## config.mk

```make
export PLATFORM = sky130hd
export DESIGN_NAME = life_xfer_seq
export DESIGN_NICKNAME = d
export VERILOG_FILES = /design/src/rtl/lxs_pkg.sv /design/src/rtl/lxs_esc_merge.sv /design/src/rtl/lxs_next.sv /design/src/rtl/lxs_state_reg.sv /design/src/rtl/life_xfer_seq.sv
export SDC_FILE = /design/constraint.sdc
export NUM_CORES = 1
export LEC_CHECK = 0
export ABC_AREA = 1
export CAP_MARGIN = 20
export CORE_UTILIZATION = 40
export DETAILED_ROUTE_END_ITERATION = 10
export GPL_TIMING_DRIVEN = 0
export PLACE_DENSITY = 0.66
export SLEW_MARGIN = 15
export SYNTH_ARGS = -nofsm -noshare
export SYNTH_HDL_FRONTEND = slang
export SYNTH_SLANG_ARGS = --single-unit
```

## constraint.sdc

```tcl
create_clock -name clk -period 2.3 [get_ports clk]
set_input_delay 0.46 -clock clk [delete_from_list [all_inputs] [get_ports clk]]
set_output_delay 0.46 -clock clk [all_outputs]
set_load 0.02 [all_outputs]
```

## src/rtl/lxs_pkg.sv

```systemverilog
package lxs_pkg;
  localparam int IDX_W  = 4;
  localparam int CODE_W = 3 * IDX_W;

  typedef logic [CODE_W-1:0] code_t;
  typedef logic [IDX_W-1:0]  idx_t;

  // code for index i is {i, ~i, i}
  localparam code_t S_BOOT   = 12'h0F0;
  localparam code_t S_IDLE   = 12'h1E1;
  localparam code_t S_CLKSW  = 12'h2D2;
  localparam code_t S_CINC   = 12'h3C3;
  localparam code_t S_CPRG   = 12'h4B4;
  localparam code_t S_VCHK   = 12'h5A5;
  localparam code_t S_HASH   = 12'h696;
  localparam code_t S_WIPE   = 12'h787;
  localparam code_t S_TOK0   = 12'h878;
  localparam code_t S_TOK1   = 12'h969;
  localparam code_t S_COMMIT = 12'hA5A;
  localparam code_t S_DONE   = 12'hB4B;
  localparam code_t S_SCRAP  = 12'hC3C;
  localparam code_t S_ESC    = 12'hD2D;
  localparam code_t S_BAD    = 12'hE1E;

  localparam idx_t LAST_IDX    = 4'd14;
  localparam idx_t ERR_NONE    = 4'h0;
  localparam idx_t ERR_ILLEGAL = 4'hF;

  function automatic idx_t code_idx(code_t c);
    return c[CODE_W-1 -: IDX_W];
  endfunction

  function automatic logic code_ok(code_t c);
    idx_t h;
    h = c[CODE_W-1 -: IDX_W];
    return (c[2*IDX_W-1 -: IDX_W] == ~h) && (c[IDX_W-1:0] == h) && (h <= LAST_IDX);
  endfunction

  function automatic logic is_step(code_t c);
    return (c == S_CLKSW) || (c == S_CINC) || (c == S_CPRG) || (c == S_VCHK) ||
           (c == S_HASH)  || (c == S_WIPE) || (c == S_TOK0) || (c == S_TOK1) ||
           (c == S_COMMIT);
  endfunction

  function automatic logic can_escalate(code_t c);
    return is_step(c) || (c == S_IDLE) || (c == S_DONE) || (c == S_BAD);
  endfunction
endpackage

```

## src/rtl/lxs_esc_merge.sv

```systemverilog
module lxs_esc_merge #(
  parameter int NUM_ESC = 2
) (
  input  logic [NUM_ESC-1:0] esc_i,
  output logic               esc_o
);
  logic [NUM_ESC:0] chain;

  assign chain[0] = 1'b0;
  for (genvar g = 0; g < NUM_ESC; g++) begin : g_or
    assign chain[g+1] = chain[g] | esc_i[g];
  end
  assign esc_o = chain[NUM_ESC];
endmodule

```

## src/rtl/lxs_next.sv

```systemverilog
module lxs_next
  import lxs_pkg::*;
(
  input  code_t state_q,
  input  logic  tok_q,
  input  logic  esc,
  input  logic  req,
  input  logic  scrap,
  input  logic  done,
  input  logic  pass,
  output code_t state_d,
  output logic  err_we,
  output idx_t  err_d
);
  code_t pass_next;

  always_comb begin
    case (state_q)
      S_CINC:   pass_next = S_CPRG;
      S_CPRG:   pass_next = S_VCHK;
      S_VCHK:   pass_next = S_HASH;
      S_HASH:   pass_next = tok_q ? S_WIPE : S_COMMIT;
      S_TOK0:   pass_next = S_TOK1;
      S_TOK1:   pass_next = S_COMMIT;
      default:  pass_next = S_DONE;
    endcase
  end

  always_comb begin
    state_d = state_q;
    err_we  = 1'b0;
    err_d   = ERR_NONE;
    case (state_q)
      S_BOOT: state_d = S_IDLE;
      S_IDLE: begin
        if (esc)        state_d = S_ESC;
        else if (scrap) state_d = S_SCRAP;
        else if (req)   state_d = S_CLKSW;
      end
      S_CLKSW: begin
        if (esc)       state_d = S_ESC;
        else if (done) state_d = S_CINC;
      end
      S_WIPE: begin
        if (esc)       state_d = S_ESC;
        else if (done) state_d = S_TOK0;
      end
      S_CINC, S_CPRG, S_VCHK, S_HASH, S_TOK0, S_TOK1, S_COMMIT: begin
        if (esc) begin
          state_d = S_ESC;
        end else if (done) begin
          if (pass) begin
            state_d = pass_next;
          end else begin
            state_d = S_DONE;
            err_we  = 1'b1;
            err_d   = code_idx(state_q);
          end
        end
      end
      S_DONE, S_BAD: begin
        if (esc) state_d = S_ESC;
      end
      S_SCRAP, S_ESC: state_d = state_q;
      default: begin
        state_d = S_BAD;
        err_we  = 1'b1;
        err_d   = ERR_ILLEGAL;
      end
    endcase
  end
endmodule

```

## src/rtl/lxs_state_reg.sv

```systemverilog
module lxs_state_reg
  import lxs_pkg::*;
(
  input  logic  clk,
  input  logic  rst,
  input  code_t state_d,
  input  logic  err_we,
  input  idx_t  err_d,
  input  logic  tok_in,
  output code_t state_q,
  output idx_t  err_q,
  output logic  tok_q,
  output logic  step_req_q
);
  always_ff @(posedge clk) begin
    if (rst) begin
      state_q    <= S_BOOT;
      err_q      <= ERR_NONE;
      tok_q      <= 1'b0;
      step_req_q <= 1'b0;
    end else begin
      state_q    <= state_d;
      step_req_q <= is_step(state_d);
      if (err_we) err_q <= err_d;
      if (state_q == S_IDLE) tok_q <= tok_in;
    end
  end
endmodule

```

## src/rtl/life_xfer_seq.sv

```systemverilog
module life_xfer_seq
  import lxs_pkg::*;
#(
  parameter int NUM_ESC = 2
) (
  input  logic                clk,
  input  logic                rst,
  input  logic                req_i,
  input  logic                tok_need_i,
  input  logic                scrap_i,
  input  logic                step_done_i,
  input  logic                step_pass_i,
  input  logic [NUM_ESC-1:0]  esc_i,
  output logic                step_req_o,
  output logic [CODE_W-1:0]   state_o,
  output logic [IDX_W-1:0]    err_o
);
  logic  esc_any;
  code_t state_q, state_d;
  logic  err_we;
  idx_t  err_d, err_q;
  logic  tok_q, step_req_q;

  lxs_esc_merge #(.NUM_ESC(NUM_ESC)) u_esc (
    .esc_i (esc_i),
    .esc_o (esc_any)
  );

  lxs_next u_next (
    .state_q (state_q),
    .tok_q   (tok_q),
    .esc     (esc_any),
    .req     (req_i),
    .scrap   (scrap_i),
    .done    (step_done_i),
    .pass    (step_pass_i),
    .state_d (state_d),
    .err_we  (err_we),
    .err_d   (err_d)
  );

  lxs_state_reg u_reg (
    .clk        (clk),
    .rst        (rst),
    .state_d    (state_d),
    .err_we     (err_we),
    .err_d      (err_d),
    .tok_in     (tok_need_i),
    .state_q    (state_q),
    .err_q      (err_q),
    .tok_q      (tok_q),
    .step_req_q (step_req_q)
  );

  assign state_o    = state_q;
  assign err_o      = err_q;
  assign step_req_o = step_req_q;
endmodule

```

==> impl_results.md, run 1 <==
* Antenna violations before repair at 0
* Post-synth net total at 240
* Peak supply drop at 400 uV
* Clock tree sinks at 18
* CP required at 2550 ps
* Remaining antenna violation count at 0
* Via count at 1489
* Simple-gate share of the synthesized area at 54.0%
* CTS tree: yes
* Via density at 4.87
* Reg power frac at 50.3%
* Static Leak at 0.892 nW
* Drt pass-1 iters at 4
* Unrepaired setup endpoints after global routing: false
* Routed WL per cell at 12.0 um
* Clock Skew at 13.8 ps
* Status: completed
* Number of max-cap violations at 0
* DPL Wire Length at 2.95 mm
* Initial Util at 42.3%
* GR Overflow Total at 0
* Place WS at -244 ps
* Layout Nets at 270
* CTS H-tree lvls at 1
* CTS clk-pin slew, worst paths at 110 ps
* First-pass GRT wire length at 5.87 mm
* Fin Hold WS at 544 ps
* Top_reg_cell synth: dfxtp_1
* Crit path time final at 2090 ps
* Total negative slack at 0 ps
* Clock buffer depth at 2
* Port Buffers at 25
* Max Clk Rate at 478 MHz
* Final count of hold timing violations at 0
* Clock Tree Root: clkbuf_4
* Compound-Gate Fraction of Synth Area at 7.60%
* Antenna cells at 0
* Unique cell type count in the Yosys netlist at 28
* Layout cells sized above 1 at 17.3%
* Total Wirelength at 3.68 mm
* # DRC at 0
* Min setup slack post-route at 207 ps
* DR iter-0 viols at 46
* Post-synth top cells: 55 x nand2_1, 37 x inv_1, 26 x nor2_1
* I/O pin total at 26
* Sw frac at 29.6%
* Max Slew Vio Count at 0
* Internal at 0.481 mW
* Worst EP arrival at 2350 ps
* Die Span X at 61.8 um
* Vias in the first global route at 1305
* Final setup fails at 0
* Mapped Area at 1430 um^2
* Setup bufs post-CTS at 0
* Yosys top cell area share at 25.2%
* Gr usage total at 21.4%
* # rows at 21
* Yosys Warn Count at 0
* Placer Congestion at 0.896
* Fill count at 347
* Final Cycle Share at 91.0%
* NetSw at 0.202 mW
* Number of synthesized flops with an enable pin at 0
* CTS buffer count at 3
* #FFs+latches synth at 18
* PwrDens at 384 nW/um^2
* Sequential area share after synthesis at 25.2%
* Combinational Power Share at 20.5%
* Clock power share at 29.2%
* Worst Tran Pin Value at 449 ps
* Most common cell in the netlist: nand2_1
* Crit path max fanout at 6
* Max transition margin at 70.1%
* Overall Power at 0.683 mW
* Mux cell area share after synthesis at 0%
* Dominant cells by area after synthesis: dfxtp_1 25%, nand2_1 14%, inv_1 9.7%
* Critical path capture point type: flop
* Main combinational cell family by area after synthesis: simple AND/OR/NAND/NOR gates
* Skew-Pair Late Insertion Delay at 310 ps
* Syn Area/Cell at 6.20 um^2
* Startpoint Class: input pin
* Core Area at 3390 um^2
* Gate Count Post-Synth at 231
* Critical path class: input pin to flop
* Die H at 61.8 um
* Hold Path Class: flop to flop
* Ys async rst share at 0%
* Layout area overhead at 24.2%
* R2r setup slk at 290 ps
* Largest net degree at the start of global routing at 11
* Die ar. at 3820 um^2
* Cell taking the most area after synthesis: dfxtp_1
* Post-synthesis adder-cell area fraction at 0%
* Fin util at 52.5%
* XOR/XNOR Fraction of Synth Area at 0%
-- sequential cells by signal (all words and copies together) (netlist names) --
| register | cells |
|---|---|
| u_reg.state_q | 12 |
| u_reg.tok_q | 1 |
| u_reg.err_q | 4 |
| u_reg.step_req_q | 1 |
-- repair_timing --
action,CTS,global route
resized for setup,0,1
setup endpoints to repair,0,1
hold buffers,0,0
-- final timing paths --
kind,start,to,cells after the start
max,esc_i[1],u_reg.step_req_q$_SDFF_PP0_,12
max reg2reg,u_reg.state_q[9]$_SDFF_PP0_,u_reg.step_req_q$_SDFF_PP0_,14
min reg2reg,u_reg.tok_q$_SDFFE_PP0P_,u_reg.tok_q$_SDFFE_PP0P_,2
min,u_reg.tok_q$_SDFFE_PP0P_,u_reg.tok_q$_SDFFE_PP0P_,2
-- layout make-up --
type                            count  area, um^2  share of cell area [%]
Clock buffer                        4        36.3                    2.04
Sequential cell                    18         360                    20.3
Timing Repair Buffer               25         250                    14.1
Buffer                              3        22.5                    1.27
Multi-Input combinational cell    166         885                    49.7
Tap cell                           46        57.6                    3.23
Inverter                           44         168                    9.42
-- critical path, cell delays in order --
cell	delay (ps)
clkdlybuf4s50_1	410
nor2_2	230
o21ai_0	170
nand3_1	130
nand2_1	50
nor2_1	100
nand3_1	90
a21oi_1	210
nand3_1	150
a21oi_1	160
nand2_1	70
a21oi_2	100
-- power groups by stage --
stage / clock, mW / combinational, mW / sequential (mW)
after floorplan: 0 / 0.0645 / 0.364
after detailed placement: 0 / 0.139 / 0.351
after global placement: 0 / 0.139 / 0.351
after global routing: 0.210 / 0.154 / 0.346
final: 0.199 / 0.140 / 0.344
after CTS: 0.201 / 0.140 / 0.344
-- metal layers --
metal | up-vias | global-route usage (%) | routed length [um]
met3 | 7 | 2.69 | 147
met5 | - | 0 | 0
met2 | 30 | 35.6 | 1670
met4 | 0 | 8.25 | 74
met1 | 672 | 28.2 | 1780
li1 | 780 | - | -
-- stage by stage --
stage | area, um^2 | std cells
final | 1780 | 306
after global routing | 1780 | 306
after CTS | 1780 | 306
after detailed placement | 1740 | 302
after global placement | 1740 | 302
after floorplan | 1430 | 231
-- placed cells by master, fill, tap and decap left out, drive strengths merged --
cell           netlist  routed
clkbuf               1       5
and2                 1       1
inv                 42      42
clkinv               2       2
dfxtp               18      18
nor3b                1       1
clkdlybuf4s50        0      25
o21ai                5       5
nand3               22      22
a211oi               4       4
nor2                38      38
nand4                5       5
a21oi                8       8
buf                  2       2
a31oi                1       1
nand3b               1       1
nor3                13      13
nand2               67      67
-- logic make-up after synthesis --
logic type / Yosys count
buf+inv: 47
compound gates: 18
simple gates: 148
flops: 18
No activity file was read; power rests on OpenSTA's default activity.
==> run 2: changes to the inputs <==
--- a/config.mk
+++ b/config.mk
@@ -7,11 +7,10 @@
 export LEC_CHECK = 0
 export ABC_AREA = 1
 export CAP_MARGIN = 20
-export CORE_UTILIZATION = 40
+export CORE_UTILIZATION = 50
 export DETAILED_ROUTE_END_ITERATION = 10
 export GPL_TIMING_DRIVEN = 0
-export PLACE_DENSITY = 0.66
-export SLEW_MARGIN = 15
+export PLACE_DENSITY = 0.79
 export SYNTH_ARGS = -nofsm -noshare
 export SYNTH_HDL_FRONTEND = slang
 export SYNTH_SLANG_ARGS = --single-unit
==> run 2 against run 1 <==
  * Die area shrank 19%
  * Sequential power about the same
  * Critical path depth stayed put
  * Clock skew decreased by 8.2 ps
  * Routed wire length is 2.3% lower
  * Global-route usage grew 3.9 points
  * Clock power fell by 5%
  * Utilization increased by 12 points
  * Flip-flop and latch count stayed put
  * Via count rose by 1.5%
  * First-iteration DRC count increased by 74%
  * Non-clock buffer count unchanged
==> impl_results.md, run 2 (synthesis results as in run 1) <==
* Hold_buf cts at 0 (unchanged)
* Vias in the first global route at 1351 (+3.5%)
* Commonest non-fill, non-tap cell in the layout: nand2_1
* End of the worst register-to-register path: u_reg.err_q[1]$_SDFFE_PP0P_
* First-pass GRT wire length at 6.24 mm (+6.3%)
* Clock buffer depth at 2 (unchanged)
* Critical path capture point type: flop
* R2r setup slk at 310 ps (+20 ps)
* Core Area at 2730 um^2 (-19%)
* Layout Nets at 270 (unchanged)
* CTS H-tree lvls at 1 (unchanged)
* # DRC at 0 (unchanged)
* Peak supply drop at 433 uV (+8.3%)
* Max transition margin at 70.9% (+0.82 points)
* Overall Power at 0.674 mW (-1.3%)
* Total Wirelength at 3.59 mm (-2.3%)
* Worst Tran Pin Value at 437 ps (-12.3 ps)
* Routed WL per cell at 12.3 um (+2.8%)
* Hold Path Class: flop to flop
* Final Cycle Share at 90.0% (-0.96 points)
* Clock Tree Root: clkbuf_4
* Startpoint Class: input pin
* Die ar. at 3080 um^2 (-19%)
* Critical path class: input pin to flop
* Slowest stage delay, CP at 410 ps (about the same)
* Die Span X at 55.5 um (-10%)
* Antenna cells at 0 (unchanged)
* Worst Hold Endpoint: u_reg.tok_q$_SDFFE_PP0P_
* # rows at 19 (-9.5%)
* Reg2reg path depth at 12 (-2)
* Largest net degree at the start of global routing at 11 (unchanged)
* DR iter-0 viols at 80 (+74%)
* Fill count at 268 (-23%)
* Via count at 1512 (+1.5%)
* Post-CTS resize count at 0 (unchanged)
* Port Buffers at 25 (unchanged)
* CTS tree: yes
* Status: completed
* DPL Wire Length at 2.86 mm (-2.9%)
* Layout cells sized above 1 at 17.7% (+0.38 points)
* WHS Path Cells at 2 (unchanged)
* Commonest non-fill, non-tap cells in the layout: 55 x nand2_1, 37 x inv_1, 25 x nor2_1, 25 x clkdlybuf4s50_1, 18 x dfxtp_1
* Layout area overhead at 23.1%
* Max Slew Vio Count at 0 (unchanged)
* Max Clk Rate at 483 MHz (+1.1%)
* Drt pass-1 iters at 4 (unchanged)
* Fin Hold WS at 534 ps (-10.2 ps)
* CTS buffer count at 3 (unchanged)
* Initial Util at 52.4% (+10 points)
* Unrepaired setup endpoints after global routing: false
* Hold Startpoint: u_reg.tok_q$_SDFFE_PP0P_
* Gr usage total at 25.3% (+3.9 points)
* Final setup fails at 0 (unchanged)
* GR Overflow Total at 0 (unchanged)
* Static Leak at 0.894 nW (+0.12%)
* Skew-Pair Late Insertion Delay at 290 ps (-20 ps)
* I/O pin total at 26 (unchanged)
* PwrDens at 382 nW/um^2 (-0.50%)
* Clock tree sinks at 18 (unchanged)
* Top Registers: u_reg.state_q (12), u_reg.err_q (4)
* Placer Congestion at 0.879 (-1.9%)
* Final count of hold timing violations at 0 (unchanged)
* Reg with most FFs: u_reg.state_q
* Crit-path slowest cell: clkdlybuf4s50_1
* Remaining antenna violation count at 0 (unchanged)
* Cell breakdown of the critical path: clkdlybuf4s50_1, nor2_2, o21ai_0, nand3_1, nand2_1, nor2_1, nand3_1, a21oi_2, nand3_1, a21oi_1, nand2_1, a21oi_2
* Crit path time final at 2070 ps (-22.1 ps)
* CP delay by family, top: simple AND/OR/NAND/NOR gates
* Clock Skew at 5.67 ps (-8.17 ps)
* Via density at 5.20 (+6.8%)
* Antenna violations before repair at 0 (unchanged)
* CP required at 2530 ps (-20 ps)
* Critical register-to-register path startpoint: u_reg.state_q[4]$_SDFF_PP1_
* CTS clk-pin slew, worst paths at 100 ps (about the same)
* CP dominant cell by count: nand3_1
* Die H at 55.5 um (-10%)
* Max FFs per register at 12 (unchanged)
* CP Buf/Inv Count at 1 (unchanged)
* Number of max-cap violations at 0 (unchanged)
* Worst EP arrival at 2300 ps (-50 ps)
* Crit path max fanout at 6 (unchanged)
* Setup bufs post-CTS at 0 (unchanged)
run 2: power by group:
group	internal [mW]	leakage (nW)	switching [mW]	total, mW
clock network	0.0963	0.0210	0.0925	0.189
registers	0.326	0.150	0.0187	0.344
logic	0.0586	0.723	0.0819	0.141
run 2: worst register-to-register path, cell delays in order (launching register included):
cell	delay (ps)
dfxtp_1	360
buf_6	170
inv_4	50
nor2_1	80
nand2_1	60
nor2_2	170
nand2_1	110
nand3_2	120
nor2_4	50
nand2_2	80
nor3b_4	360
nor3_1	80
a211oi_1	220
run 2: through the flow:
step                worst slack (ps)  cell area, um^2  cells  utilization, %  setup TNS [ps]
finish                           230             1760    291            64.5               0
detailed placement              -225             1720    287            63.0            -411
floorplan                        442             1430    231               -               0
global placement                -174             1720    287            63.0            -320
CTS                             69.2             1760    291            64.3               0
global route                    53.5             1760    291            64.5               0
run 2: routing by layer:
layer	GRT usage (%)	routed length (um)	vias to the layer above
met5	0	0	-
met4	4.64	29	0
met3	1.87	231	4
met2	44.6	1780	66
met1	34.2	1550	657
li1	-	-	785
run 2: worst max path at each step:
stage / startpoint / endpoint / slack [ps] / cells past startpoint
finish: esc_i[1] / u_reg.step_req_q$_SDFF_PP0_ / 230 / 12
global route: esc_i[1] / u_reg.step_req_q$_SDFF_PP0_ / 50 / 12
CTS: esc_i[1] / u_reg.step_req_q$_SDFF_PP0_ / 70 / 12
detailed placement: esc_i[1] / u_reg.step_req_q$_SDFF_PP0_ / -230 / 12
global placement: esc_i[1] / u_reg.step_req_q$_SDFF_PP0_ / -170 / 12
floorplan: u_reg.state_q[4]$_SDFF_PP1_ / u_reg.step_req_q$_SDFF_PP0_ / 440 / 16
run 2: layout make-up:
| type | count | area, um^2 | share of cell area [%] |
|---|---|---|---|
| clock buffers | 4 | 36.3 | 2.06 |
| repair buffers | 25 | 250 | 14.2 |
| well taps | 31 | 38.8 | 2.20 |
| flip-flops and latches | 18 | 360 | 20.4 |
| multi-input cells | 166 | 888 | 50.4 |
| inverters | 44 | 168 | 9.50 |
| plain buffers | 3 | 22.5 | 1.28 |
==> run 3: changes to the inputs <==
--- a/config.mk
+++ b/config.mk
@@ -7,6 +7,7 @@
 export LEC_CHECK = 0
 export ABC_AREA = 1
 export CAP_MARGIN = 20
+export CORE_MARGIN = 2
 export CORE_UTILIZATION = 50
 export DETAILED_ROUTE_END_ITERATION = 10
 export GPL_TIMING_DRIVEN = 0
==> run 3 against run 2 <==
  * Via count down 1.2%
  * Die area up 7.3%
  * Fmax shrank 0.27%
==> impl_results.md, run 3 (synthesis results as in run 1) <==
* Critical path class: input pin to flop
* Internal at 0.480 mW (about the same)
* Top Registers: u_reg.state_q (12), u_reg.err_q (4)
* Crit path max fanout at 6 (unchanged)
* Unrepaired setup endpoints after global routing: false
* Final Cycle Share at 90.3% (+0.24 points)
* # DRC at 0 (unchanged)
* DR iter-0 viols at 79 (-1.3%)
* Layout cells sized above 1 at 17.3% (-0.38 points)
* Worst Tran Pin Value at 440 ps (+3.48 ps)
* Die Span X at 57.5 um (+3.6%)
* CTS buffer count at 3 (unchanged)
* DPL Wire Length at 2.85 mm (-0.33%)
* Port Buffers at 25 (unchanged)
* Clock power share at 27.6% (-0.4 points)
* Cell breakdown of the critical path: clkdlybuf4s50_1, nor2_2, o21ai_0, nand3_1, nand2_1, nor2_1, nand3_1, a21oi_1, nand3_1, a21oi_1, nand2_1, a21oi_2
* Max FFs per register at 12 (unchanged)
* PwrDens at 379 nW/um^2 (-0.73%)
* Status: completed
* Number of max-cap violations at 0 (unchanged)
* Place WS at -169 ps (+56.4 ps)
* Via density at 5.13 (-1.2%)
* Combinational Power Share at 20.9% (about the same)
* Fill count at 253 (-5.6%)
* Clock Skew at 6.96 ps (+1.29 ps)
* Multi-input logic area at 885 um^2 (-0.42%)
* Critical path capture point type: flop
* Startpoint Class: input pin
* Layout area overhead at 22.9%
* Hold Path Class: flop to flop
* Commonest non-fill, non-tap cell in the layout: nand2_1
* GR Overflow Total at 0 (unchanged)
* Crit-path slowest cell: clkdlybuf4s50_1
* Static Leak at 0.892 nW (-0.12%)
* Final setup fails at 0 (unchanged)
* CP delay by family, top: simple AND/OR/NAND/NOR gates
* Routed WL per cell at 11.8 um (-4.5%)
* Min setup slack post-route at 224 ps (-5.63 ps)
* Via count at 1494 (-1.2%)
* Antenna violations before repair at 0 (unchanged)
* Crit path time final at 2080 ps (+5.63 ps)
* Final count of hold timing violations at 0 (unchanged)
* CP dominant cell by count: nand3_1
* Total Wirelength at 3.43 mm (-4.5%)
* Core Area at 2730 um^2 (unchanged)
* Setup bufs post-CTS at 0 (unchanged)
* I/O pin total at 26 (unchanged)
* Reg with most FFs: u_reg.state_q
* Slowest stage delay, CP at 410 ps (about the same)
* Drt pass-1 iters at 4 (unchanged)
* Reg power frac at 51.5% (+0.4 points)
* Max transition margin at 70.6% (-0.23 points)
* Clock Tree Root: clkbuf_4
* CTS tree: yes
* Worst EP arrival at 2300 ps (about the same)
* Skew-Pair Late Insertion Delay at 280 ps (about the same)
* CTS clk-pin slew, worst paths at 100 ps (about the same)
* Vias in the first global route at 1354 (+0.22%)
* Layout Nets at 270 (unchanged)
* Clock buffer depth at 2 (unchanged)
* CP Buf/Inv Count at 1 (unchanged)
* # rows at 19 (unchanged)
* Remaining antenna violation count at 0 (unchanged)
* Largest net degree at the start of global routing at 11 (unchanged)
* Sw frac at 28.0% (-0.66 points)
* CP required at 2530 ps (about the same)
* Max Slew Vio Count at 0 (unchanged)
* First-pass GRT wire length at 5.89 mm (-5.6%)
* Antenna cells at 0 (unchanged)
* Max Clk Rate at 482 MHz (-0.27%)
* Gr usage total at 22.3% (-3.1 points)
* Commonest non-fill, non-tap cells in the layout: 55 x nand2_1, 37 x inv_1, 25 x nor2_1, 25 x clkdlybuf4s50_1, 18 x dfxtp_1
* Sequential Area at 360 um^2 (unchanged)
* Initial Util at 52.4% (unchanged)
* CTS H-tree lvls at 1 (unchanged)
* Die ar. at 3310 um^2 (+7.3%)
* Clock tree sinks at 18 (unchanged)
* Peak supply drop at 435 uV (+0.47%)
* Placer Congestion at 0.906 (+3.0%)
* Die H at 57.5 um (+3.6%)
* NetSw at 0.187 mW (-3.2%)
* Fin Hold WS at 527 ps (-6.33 ps)
==> run 3: final timing paths <==
kind                            slack [ps]                           to  cells past startpoint                         start
worst max-delay path                   220  u_reg.step_req_q$_SDFF_PP0_                     12                      esc_i[1]
worst min-delay path                   530     u_reg.tok_q$_SDFFE_PP0P_                      2      u_reg.tok_q$_SDFFE_PP0P_
worst max register to register         350  u_reg.step_req_q$_SDFF_PP0_                     12  u_reg.state_q[10]$_SDFF_PP0_
worst min register to register         530     u_reg.tok_q$_SDFFE_PP0P_                      2      u_reg.tok_q$_SDFFE_PP0P_
==> run 3: worst min-delay path, cell delays in order (launching register included) <==
cell and delay (ps):
dfxtp_1 340, nor2_1 100, nor2_1 50
==> run 3: power groups by stage <==
stage          combinational, mW  clock, mW  sequential [mW]
3_3_place_gp               0.138          0            0.351
3_5_place_dp               0.139          0            0.350
4_1_cts                    0.140      0.187            0.343
6_report                   0.139      0.184            0.344
2_1_floorplan             0.0645          0            0.364
5_1_grt                    0.153      0.200            0.346
==> run 3: final cells by class <==
class                           count  share of cell area [%]
Multi-Input combinational cell    166                    50.2
Sequential cell                    18                    20.5
Timing Repair Buffer               25                    14.2
Inverter                           44                    9.52
Tap cell                           31                    2.20
Clock buffer                        4                    2.06
Buffer                              3                    1.28
==> run 3: stage by stage <==
| stage | instances | setup TNS [ps] | total power [mW] | instance area, um^2 | util [%] |
|---|---|---|---|---|---|
| final | 291 | 0 | 0.667 | 1760 | 64.4 |
| after floorplan | 231 | 0 | 0.428 | 1430 | - |
| after global routing | 291 | 0 | 0.699 | 1760 | 64.4 |
| after detailed placement | 287 | -324 | 0.489 | 1720 | 63.0 |
| after CTS | 291 | 0 | 0.670 | 1760 | 64.3 |
| after global placement | 287 | -342 | 0.488 | 1720 | 63.0 |
==> run 3: repair_timing <==
item / CTS / global route
endpoints found under the setup margin: 0 / 2
hold buffers: 0 / 0
gates resized for setup: 0 / 1
==> run 3: routing by layer <==
metal | track usage [%] | part of all wire, % | up-vias
met5 | 0 | 0 | -
met4 | 9.63 | 3.1 | 0
met3 | 2.72 | 6.1 | 12
met2 | 37.5 | 46 | 56
met1 | 28.4 | 44 | 644
li1 | - | - | 782
